<file path="src/rtl/lockg_pkg.sv">
package lockg_pkg;
  localparam logic [2:0] K_ERASE   = 3'd0;
  localparam logic [2:0] K_WRITE   = 3'd1;
  localparam logic [2:0] K_SETBLK  = 3'd2;
  localparam logic [2:0] K_CLRALL  = 3'd3;
  localparam logic [2:0] K_SETPERM = 3'd4;

  localparam int SR_LOCKFAIL = 1;
  localparam int SR_PROGFAIL = 4;
  localparam int SR_ERASFAIL = 5;

  // pin-level bypass of a block lock
  function automatic logic pin_bypass(input logic wp, input logic raised);
    return wp | raised;
  endfunction

  function automatic logic is_alter(input logic [2:0] kind);
    return (kind == K_ERASE) || (kind == K_WRITE);
  endfunction

  function automatic logic is_config(input logic [2:0] kind);
    return (kind == K_SETBLK) || (kind == K_CLRALL) || (kind == K_SETPERM);
  endfunction

  // status bits to raise when the request is refused
  function automatic logic [7:0] refuse_bits(input logic [2:0] kind);
    logic [7:0] m;
    m = '0;
    if (kind == K_ERASE) begin
      m[SR_LOCKFAIL] = 1'b1;
      m[SR_ERASFAIL] = 1'b1;
    end else if (kind == K_WRITE) begin
      m[SR_LOCKFAIL] = 1'b1;
      m[SR_PROGFAIL] = 1'b1;
    end else if (is_config(kind)) begin
      m[SR_LOCKFAIL] = 1'b1;
      m[SR_PROGFAIL] = 1'b1;
      m[SR_ERASFAIL] = 1'b1;
    end
    return m;
  endfunction
endpackage

</file>
<file path="src/rtl/lockg_policy.sv">
module lockg_policy
  import lockg_pkg::*;
(
  input  logic [2:0] kind,
  input  logic       blk_locked,
  input  logic       perm,
  input  logic       wp,
  input  logic       raised,
  output logic       permit,
  output logic [7:0] err_bits
);
  logic bypass;
  assign bypass = pin_bypass(wp, raised);

  always_comb begin
    unique case (kind)
      K_ERASE, K_WRITE: permit = !blk_locked || (!perm && bypass);
      K_SETBLK, K_CLRALL: permit = !perm && bypass;
      K_SETPERM: permit = raised;
      default: permit = 1'b0;
    endcase
    err_bits = permit ? 8'h00 : refuse_bits(kind);
  end

  // the permanent lock beats every pin level
  always_comb begin
    if (perm && blk_locked && is_alter(kind))
      assert_perm_blocks_R3: assert (!permit) else $error("locked block altered under permanent lock");
  end
endmodule

</file>
<file path="src/rtl/lockg_store.sv">
module lockg_store
  import lockg_pkg::*;
#(
  parameter int NUM_BLK = 16,
  localparam int BLK_W = $clog2(NUM_BLK)
)(
  input  logic               clk,
  input  logic               rst_n,
  input  logic               upd_en,
  input  logic [2:0]         kind,
  input  logic [BLK_W-1:0]   blk_idx,
  output logic [NUM_BLK-1:0] locks,
  output logic               perm
);
  logic set_ev, clr_ev, perm_ev;
  assign set_ev  = upd_en && (kind == K_SETBLK);
  assign clr_ev  = upd_en && (kind == K_CLRALL);
  assign perm_ev = upd_en && (kind == K_SETPERM);

  // non-volatile cells: power-up value only, no logic reset
  for (genvar i = 0; i < NUM_BLK; i++) begin : g_cell
    logic cell_q = 1'b0;
    always_ff @(posedge clk) begin
      if (clr_ev) cell_q <= 1'b0;
      else if (set_ev && (blk_idx == BLK_W'(i))) cell_q <= 1'b1;
    end
    assign locks[i] = cell_q;
  end

  logic perm_q = 1'b0;
  always_ff @(posedge clk) begin
    if (perm_ev) perm_q <= 1'b1;
  end
  assign perm = perm_q;

  assert_perm_sticky_R7: assert property (@(posedge clk) disable iff (!rst_n)
    perm |=> perm);
  assert_set_hits_block_R5: assert property (@(posedge clk) disable iff (!rst_n)
    set_ev |=> locks[$past(blk_idx)]);
  assert_clear_all_R6: assert property (@(posedge clk) disable iff (!rst_n)
    clr_ev |=> (locks == '0));
endmodule

</file>
<file path="src/rtl/lockg_idread.sv">
module lockg_idread #(
  parameter int NUM_BLK = 16,
  parameter int OFS_W   = 15,
  localparam int BLK_W  = $clog2(NUM_BLK),
  localparam int ADDR_W = BLK_W + OFS_W
)(
  input  logic [ADDR_W-1:0]  id_addr,
  input  logic [NUM_BLK-1:0] locks,
  input  logic               perm,
  output logic [15:0]        id_data
);
  logic [BLK_W-1:0] sel_blk;
  logic [OFS_W-1:0] sel_ofs;
  assign sel_blk = id_addr[ADDR_W-1 -: BLK_W];
  assign sel_ofs = id_addr[OFS_W-1:0];

  always_comb begin
    id_data = '0;
    if (sel_ofs == OFS_W'(2)) id_data[0] = locks[sel_blk];
    else if (id_addr == ADDR_W'(3)) id_data[0] = perm;
  end
endmodule

</file>
<file path="src/rtl/blk_lock_guard.sv">
module blk_lock_guard
  import lockg_pkg::*;
#(
  parameter int NUM_BLK = 16,
  parameter int OFS_W   = 15,
  localparam int BLK_W  = $clog2(NUM_BLK),
  localparam int ADDR_W = BLK_W + OFS_W
)(
  input  logic              clk,
  input  logic              rst_n,
  input  logic              req_valid,
  input  logic [2:0]        req_kind,
  input  logic [ADDR_W-1:0] req_addr,
  input  logic              wp_hi,
  input  logic              rst_raised,
  output logic              resp_valid,
  output logic              resp_permit,
  output logic [7:0]        resp_err,
  input  logic [ADDR_W-1:0] id_addr,
  output logic [15:0]       id_data
);
  logic [NUM_BLK-1:0] locks_w;
  logic               perm_w;
  logic [BLK_W-1:0]   blk_idx;
  logic               permit_w;
  logic [7:0]         err_w;
  logic               upd_en;

  assign blk_idx = req_addr[ADDR_W-1 -: BLK_W];
  assign upd_en  = rst_n && req_valid && permit_w;

  lockg_policy u_policy (
    .kind(req_kind), .blk_locked(locks_w[blk_idx]), .perm(perm_w),
    .wp(wp_hi), .raised(rst_raised), .permit(permit_w), .err_bits(err_w)
  );

  lockg_store #(.NUM_BLK(NUM_BLK)) u_store (
    .clk(clk), .rst_n(rst_n), .upd_en(upd_en), .kind(req_kind),
    .blk_idx(blk_idx), .locks(locks_w), .perm(perm_w)
  );

  lockg_idread #(.NUM_BLK(NUM_BLK), .OFS_W(OFS_W)) u_id (
    .id_addr(id_addr), .locks(locks_w), .perm(perm_w), .id_data(id_data)
  );

  always_ff @(posedge clk or negedge rst_n) begin
    if (!rst_n) begin
      resp_valid  <= 1'b0;
      resp_permit <= 1'b0;
      resp_err    <= '0;
    end else begin
      resp_valid <= req_valid;
      if (req_valid) begin
        resp_permit <= permit_w;
        resp_err    <= err_w;
      end
    end
  end

  assert_resp_follows_req_R9: assert property (@(posedge clk) disable iff (!rst_n)
    resp_valid |-> $past(req_valid));
  assert_permit_clean_R4: assert property (@(posedge clk) disable iff (!rst_n)
    (resp_valid && resp_permit) |-> (resp_err == 8'h00));
  assert_perm_needs_raised_R7: assert property (@(posedge clk) disable iff (!rst_n)
    $rose(perm_w) |-> $past(rst_raised && req_valid));
endmodule

</file>
<file path="config.mk">
export PLATFORM = sky130hd
export DESIGN_NAME = blk_lock_guard
export DESIGN_NICKNAME = d
export VERILOG_FILES = /design/src/rtl/lockg_pkg.sv /design/src/rtl/lockg_policy.sv /design/src/rtl/lockg_store.sv /design/src/rtl/lockg_idread.sv /design/src/rtl/blk_lock_guard.sv
export SDC_FILE = /design/constraint.sdc
export NUM_CORES = 1
export LEC_CHECK = 0
export ABC_CLOCK_PERIOD_IN_PS = 2350
export BUFFER_PORTS_ARGS = -buffer_cell sky130_fd_sc_hd__buf_2
export CORE_UTILIZATION = 44
export CTS_BUF_LIST = sky130_fd_sc_hd__clkbuf_4 sky130_fd_sc_hd__clkbuf_8
export DETAILED_ROUTE_END_ITERATION = 10
export PLACE_DENSITY = 0.84
export SLEW_MARGIN = 20
export SYNTH_ARGS = -nofsm -noshare
export SYNTH_HDL_FRONTEND = slang
export SYNTH_HIERARCHICAL = 1
export SYNTH_SLANG_ARGS = --single-unit
export TNS_END_PERCENT = 30
</file>
<file path="constraint.sdc">
create_clock -name clk -period 2.35 [get_ports clk]
set_input_delay 0.47 -clock clk [delete_from_list [all_inputs] [get_ports clk]]
set_output_delay 0.47 -clock clk [all_outputs]
set_load 0.02 [all_outputs]
</file>
==> impl_metrics.env, run 1 <==
export IMPL_ioPinCount=72
export IMPL_grt_pass1_wl_mm=5.347
export IMPL_yosysSeqAreaShare=0.3449
export IMPL_clock_root_buffer="clkbuf_8"
export IMPL_synth_most_common_cell="buf_4"
export IMPL_critPathMaxFanout=3
export IMPL_clockBufferDepth=2
export IMPL_area_growth_pct=15.13
export IMPL_p_sw_uw=263.8
export IMPL_yosysUniqueCellTypes=30
export IMPL_timing_hold_ws_ns=0.05035
export IMPL_power_frac_seq=0.513
export IMPL_io_buffers=41
export IMPL_antenna_cells=0
export IMPL_design_core_area_sq_um=3468
export IMPL_violations="setup timing"
export IMPL_hold_path_class="in -> async"
export IMPL_firstDrtPassIters=4
export IMPL_synthTopCellsByArea="dfxtp_1 (19%), buf_4 (17%), dfrtp_1 (15%)"
export IMPL_clkPwrFrac=0.259
export IMPL_worstPathRequired_ns=1.88
export IMPL_syn_area_sq_um=1654
export IMPL_end_kind="primary output"
export IMPL_drt_total_wl_mm=3.327
export IMPL_post_drt_wl_per_cell_um=13.75
export IMPL_internal_power_uw=689.0
export IMPL_postRouteAntennaNets=0
export IMPL_yosysWarnings=6
export IMPL_drtIter0Drc=40
export IMPL_hold_buffers=0
export IMPL_start_util=0.4769
export IMPL_die_area_sq_um=4009
export IMPL_nets=243
export IMPL_pwr_share_comb=0.228
export IMPL_syn_inst=160
export IMPL_drc=0
export IMPL_setup_ws_ns=-0.2421
export IMPL_placementRows=21
export IMPL_ys_seq_elements=26
export IMPL_grt_pass1_vias=1151
export IMPL_status="finished with violations"
export IMPL_r2r_end="u_store/g_cell[2].cell_q$_SDFFE_PP0P_"
export IMPL_timing_rr_start="u_store/g_cell[8].cell_q$_SDFFE_PP0P_"
export IMPL_antenna_found_initial=0
export IMPL_r2r_worst_path_cells=9
export IMPL_max_freq_ghz=0.3858
export IMPL_cts_made_buffers=3
export IMPL_final_cells=242
export IMPL_drv_cap=0
export IMPL_fin_skew_ns=0.004665
export IMPL_drive_gt1_frac=0.4745
export IMPL_path_clk_slew_ns=0.08
export IMPL_synth_top_cell_area_share=0.1936
export IMPL_globalplace_congestion=0.7829
export IMPL_grt_use_total=0.1750
export IMPL_timing_final_crit_share=1.103
export IMPL_dp_cells=234
export IMPL_grt_max_degree=15
export IMPL_clock_sinks=26
export IMPL_synth_edf_count=0
export IMPL_syn_area_per_cell_sq_um=10.34
export IMPL_cts_tree="yes"
export IMPL_grt_setup_unrepaired="yes"
export IMPL_rrSetupSlack_ns=-0.19
export IMPL_hold_violations=0
export IMPL_arrival_ns=2.12
export IMPL_async_flop_share=0.3846
export IMPL_fp_dieW_um=63.32
export IMPL_min_period_ns=2.592
export IMPL_worstSetupStartpointType="flip-flop"
export IMPL_vias=1223
export IMPL_clk_latency_ns=0.27
export IMPL_maxSlewViolCount=0
export IMPL_path_class="reg -> out"
export IMPL_sw_frac_of_total=0.2768
export IMPL_p_leak_nw=0.8575
export IMPL_vdd_ir_drop_max_mv=0.1757
export IMPL_htree_levels=1
export IMPL_hpwl_mm=2.383
export IMPL_grt_overflow=0
export IMPL_die_y_um=63.32
export IMPL_synth_largest_area_cell="dfxtp_1"
export IMPL_ys_top_cells_by_count="buf_4 (37), nand2_1 (21), dfxtp_1 (16)"
export IMPL_vias_per_cell=5.054
export IMPL_power_density_nw_per_um2=500.3
export IMPL_setup_violations=13
export IMPL_ys_flop_type="dfxtp_1"
registers in the layout, summed over array words and instances (netlist names):
signal	cells
resp_valid	1
resp_permit	1
u_store/g_cell.cell_q	16
resp_err	8
cells by family after synthesis:
kind of cell           after synthesis  synth area share
buffers and inverters               42            0.1846
multiplexers                        21            0.2201
flip-flops                          26            0.3449
other                                3          0.006807
AO/OA/AOI/OAI                       23           0.09001
AND/OR/NAND/NOR                     45            0.1536
worst max-delay path, cell delays in order (launching register included):
cell and delay (ns):
dfxtp_1 0.34, mux4_2 0.45, or3_1 0.31, mux4_2 0.48
and3_4 0.17, buf_6 0.12
per-layer routing:
metal / share of wire / GRT usage / vias to the layer above
met5: 0 / 0 / -
met2: 0.52 / 0.3159 / 51
met1: 0.40 / 0.2037 / 577
li1: - / - / 588
met4: 0.021 / 0.08523 / 0
met3: 0.060 / 0.01993 / 7
worst max path at each step:
stage	startpoint	to	slack, ns	cells past startpoint
after floorplan	id_addr[15]	id_data[0]	-0.07	5
after global placement	req_addr[15]	u_store/g_cell[1].cell_q$_SDFFE_PP0P_	-0.41	10
after detailed placement	req_addr[15]	u_store/g_cell[1].cell_q$_SDFFE_PP0P_	-0.51	10
after CTS	u_store/g_cell[11].cell_q$_SDFFE_PP0P_	id_data[0]	-0.24	5
after global routing	u_store/g_cell[11].cell_q$_SDFFE_PP0P_	u_store/g_cell[2].cell_q$_SDFFE_PP0P_	-0.30	9
final	u_store/g_cell[8].cell_q$_SDFFE_PP0P_	id_data[0]	-0.24	5
power by group through the flow:
stage	Clock (mW)	Sequential, mW	Combinational [mW]
after floorplan	0	0.515	0.141
after global placement	0	0.495	0.193
after detailed placement	0	0.498	0.198
after CTS	0.253	0.488	0.210
after global routing	0.275	0.493	0.234
final	0.247	0.489	0.217
repair_timing:
action,4_1_cts,5_1_grt
resized for setup,21,18
pin swaps,5,11
endpoints found under the hold margin,0,0
buffers inserted,3,1
setup endpoints to repair,17,17
final cells by class:
| type | instances | area, sq um |
|---|---|---|
| multi-input combinational | 110 | 877.1 |
| sequential | 26 | 575.6 |
| timing repair buffer | 55 | 345.3 |
| tap | 46 | 57.56 |
| fill | 298 | 1564 |
| clock inverter | 1 | 3.754 |
| inverter | 1 | 3.754 |
| clock buffer | 3 | 41.29 |
layout by cell type (no fill, tap or decap), types with 4 or more instances in the layout:
cell type / count
conb_1: 21
mux2_2: 9
mux4_2: 6
nor4_1: 4
dfxtp_2: 4
nand2_1: 18
buf_4: 12
dfxtp_1: 12
buf_6: 4
buf_2: 38
nand3b_1: 4
o21ai_1: 13
dfrtp_1: 10
stage by stage:
step / total power, mW / cell area, sq um / setup WS [ns] / setup TNS, ns / util
3_3_place_gp: 0.6885 / 1760 / -0.4066 / -5.901 / 0.5076
2_1_floorplan: 0.6557 / 1729 / -0.07280 / -0.07280 / -
4_1_cts: 0.9513 / 1861 / -0.2418 / -0.4518 / 0.5364
3_5_place_dp: 0.6954 / 1760 / -0.5095 / -7.517 / 0.5076
5_1_grt: 1.001 / 1904 / -0.3014 / -2.814 / 0.5491
6_report: 0.9528 / 1904 / -0.2421 / -1.048 / 0.5491
Note: power is estimated with default switching activity, not from simulation.
==> run 2: changes to the inputs <==
- CELL_PAD_IN_SITES_DETAIL_PLACEMENT: default -> 2
- CELL_PAD_IN_SITES_GLOBAL_PLACEMENT: default -> 2
- CORE_UTILIZATION: 44 -> 26
- MAX_ROUTING_LAYER: default -> met4
==> impl_metrics.env, run 2 (same netlist as run 1, synthesis figures left out) <==
export IMPL_drtIter0Drc=58
export IMPL_path_clk_slew_ns=0.10
export IMPL_io_buffers=41
export IMPL_grt_pass1_vias=1417
export IMPL_r2r_worst_path_cells=11
export IMPL_clockBufferDepth=2
export IMPL_area_growth_pct=20.80
export IMPL_drv_cap=0
export IMPL_die_area_sq_um=6685
export IMPL_globalplace_congestion=0.7394
export IMPL_reg_top3="u_store/g_cell.cell_q (16), resp_err (8)"
export IMPL_fin_skew_ns=0.01495
export IMPL_timing_final_crit_share=1.120
export IMPL_nets=252
export IMPL_die_y_um=81.76
export IMPL_largest_register="u_store/g_cell.cell_q"
export IMPL_grt_setup_unrepaired="yes"
export IMPL_hold_path_class="in -> async"
export IMPL_clock_root_buffer="clkbuf_8"
export IMPL_postRouteAntennaNets=0
export IMPL_setup_violations=17
export IMPL_maxSlewViolCount=0
export IMPL_drt_total_wl_mm=4.674
export IMPL_post_drt_wl_per_cell_um=16.69
export IMPL_grt_busiest_layer="met2"
export IMPL_largest_register_ffs=16
export IMPL_violations="setup timing"
export IMPL_setup_ws_ns=-0.2829
export IMPL_grt_use_total=0.1524
export IMPL_max_freq_ghz=0.3798
export IMPL_grt_max_degree=15
export IMPL_finalSetupTns_ns=-3.672
export IMPL_critPathMaxFanout=5
export IMPL_use_met3=0.01778
export IMPL_placed_cell_area_sq_um=1834
export IMPL_worstSetupStartpointType="primary input"
export IMPL_start_util=0.2745
export IMPL_vias_per_cell=4.736
export IMPL_cts_made_buffers=3
export IMPL_firstDrtPassIters=4
export IMPL_hpwl_mm=3.697
export IMPL_cts_tree="yes"
export IMPL_crit_start="req_addr[15]"
export IMPL_placementRows=28
export IMPL_layout_commonest_cell="buf_2"
export IMPL_vdd_ir_drop_max_mv=0.1923
export IMPL_design_core_area_sq_um=6026
export IMPL_timing_rr_start="u_store/g_cell[11].cell_q$_SDFFE_PP0P_"
export IMPL_drive_gt1_frac=0.4878
export IMPL_hold_violations=0
export IMPL_path_class="in -> reg"
export IMPL_min_period_ns=2.633
export IMPL_end_kind="flip-flop"
export IMPL_htree_levels=1
export IMPL_final_area_sq_um=1998
export IMPL_hold_buffers=0
export IMPL_grt_pass1_wl_mm=7.251
export IMPL_arrival_ns=2.84
export IMPL_p_leak_nw=0.9175
export IMPL_grt_overflow=0
export IMPL_status="finished with violations"
export IMPL_mostFrequentLayoutCells="buf_2 (38), buf_4 (23), conb_1 (21)"
export IMPL_clk_latency_ns=0.28
export IMPL_clock_sinks=26
export IMPL_drc=0
export IMPL_antenna_cells=0
export IMPL_vias=1326
export IMPL_r2r_end="u_store/g_cell[10].cell_q$_SDFFE_PP0P_"
export IMPL_dp_cells=268
export IMPL_use_met2=0.2843
export IMPL_rrSetupSlack_ns=-0.28
export IMPL_power_density_nw_per_um2=498.5
export IMPL_worstPathRequired_ns=2.55
export IMPL_antenna_found_initial=0
export IMPL_final_cells=280
export IMPL_met1_usage=0.1630
export IMPL_fp_dieW_um=81.76
export IMPL_ioPinCount=72
==> run 2: metrics by stage <==
| step | worst slack, ns | hold WS (ns) | utilization | power [mW] |
|---|---|---|---|---|
| after detailed placement | -0.5692 | 0.3649 | 0.3044 | 0.7120 |
| after floorplan | -0.07280 | 0.1744 | - | 0.6557 |
| after CTS | -0.2972 | 0.06124 | 0.3208 | 1.000 |
| final | -0.2829 | 0.05552 | 0.3316 | 0.9960 |
| after global placement | -0.4547 | 0.3442 | 0.3044 | 0.6967 |
| after global routing | -0.4349 | 0.05829 | 0.3316 | 1.045 |
==> run 2: worst max path at each step <==
stage	end	slack, ns	cells after the start
after CTS	id_data[0]	-0.30	5
after global placement	u_store/g_cell[3].cell_q$_SDFFE_PP0P_	-0.45	10
after detailed placement	u_store/g_cell[15].cell_q$_SDFFE_PP0P_	-0.57	10
after floorplan	id_data[0]	-0.07	5
final	u_store/g_cell[10].cell_q$_SDFFE_PP0P_	-0.28	11
after global routing	u_store/g_cell[2].cell_q$_SDFFE_PP0P_	-0.43	10
==> run 2: where the power goes <==
| part | switching, mW | leakage (nW) | total (mW) | internal (mW) |
|---|---|---|---|---|
| Combinational | 0.128 | 0.639 | 0.229 | 0.101 |
| Sequential | 0.0182 | 0.252 | 0.490 | 0.472 |
| Clock | 0.144 | 0.0262 | 0.277 | 0.133 |
| Total | 0.290 | 0.918 | 0.996 | 0.706 |
==> run 2: worst max-delay path: stages <==
cell	delay (ns)
buf_4	0.14
mux4_1	0.56
mux2i_1	0.15
mux2i_1	0.12
nor2_1	0.19
a2bb2oi_2	0.23
and3_4	0.24
and4bb_4	0.28
nand3b_1	0.17
buf_4	0.18
o21ai_2	0.09
==> run 2: cell type report <==
class | count | area [sq um]
flip-flops and latches | 26 | 574.3
repair buffers | 64 | 396.6
multi-input cells | 110 | 880.8
inverters | 1 | 3.754
well taps | 75 | 93.84
clock buffers | 4 | 48.80
fillers | 693 | 4028
==> run 2: routing by layer <==
layer / up-vias / share of wire
met2: 45 / 0.54
li1: 607 / -
met4: 0 / 0.017
met1: 668 / 0.39
met5: - / 0
met3: 6 / 0.052
==> run 2: timing repair <==
action	CTS	global route
endpoints found under the hold margin	0	0
gates resized for setup	20	12
cloned	0	0
buffers inserted	3	5
pin swaps	7	5
setup endpoints to repair	17	17
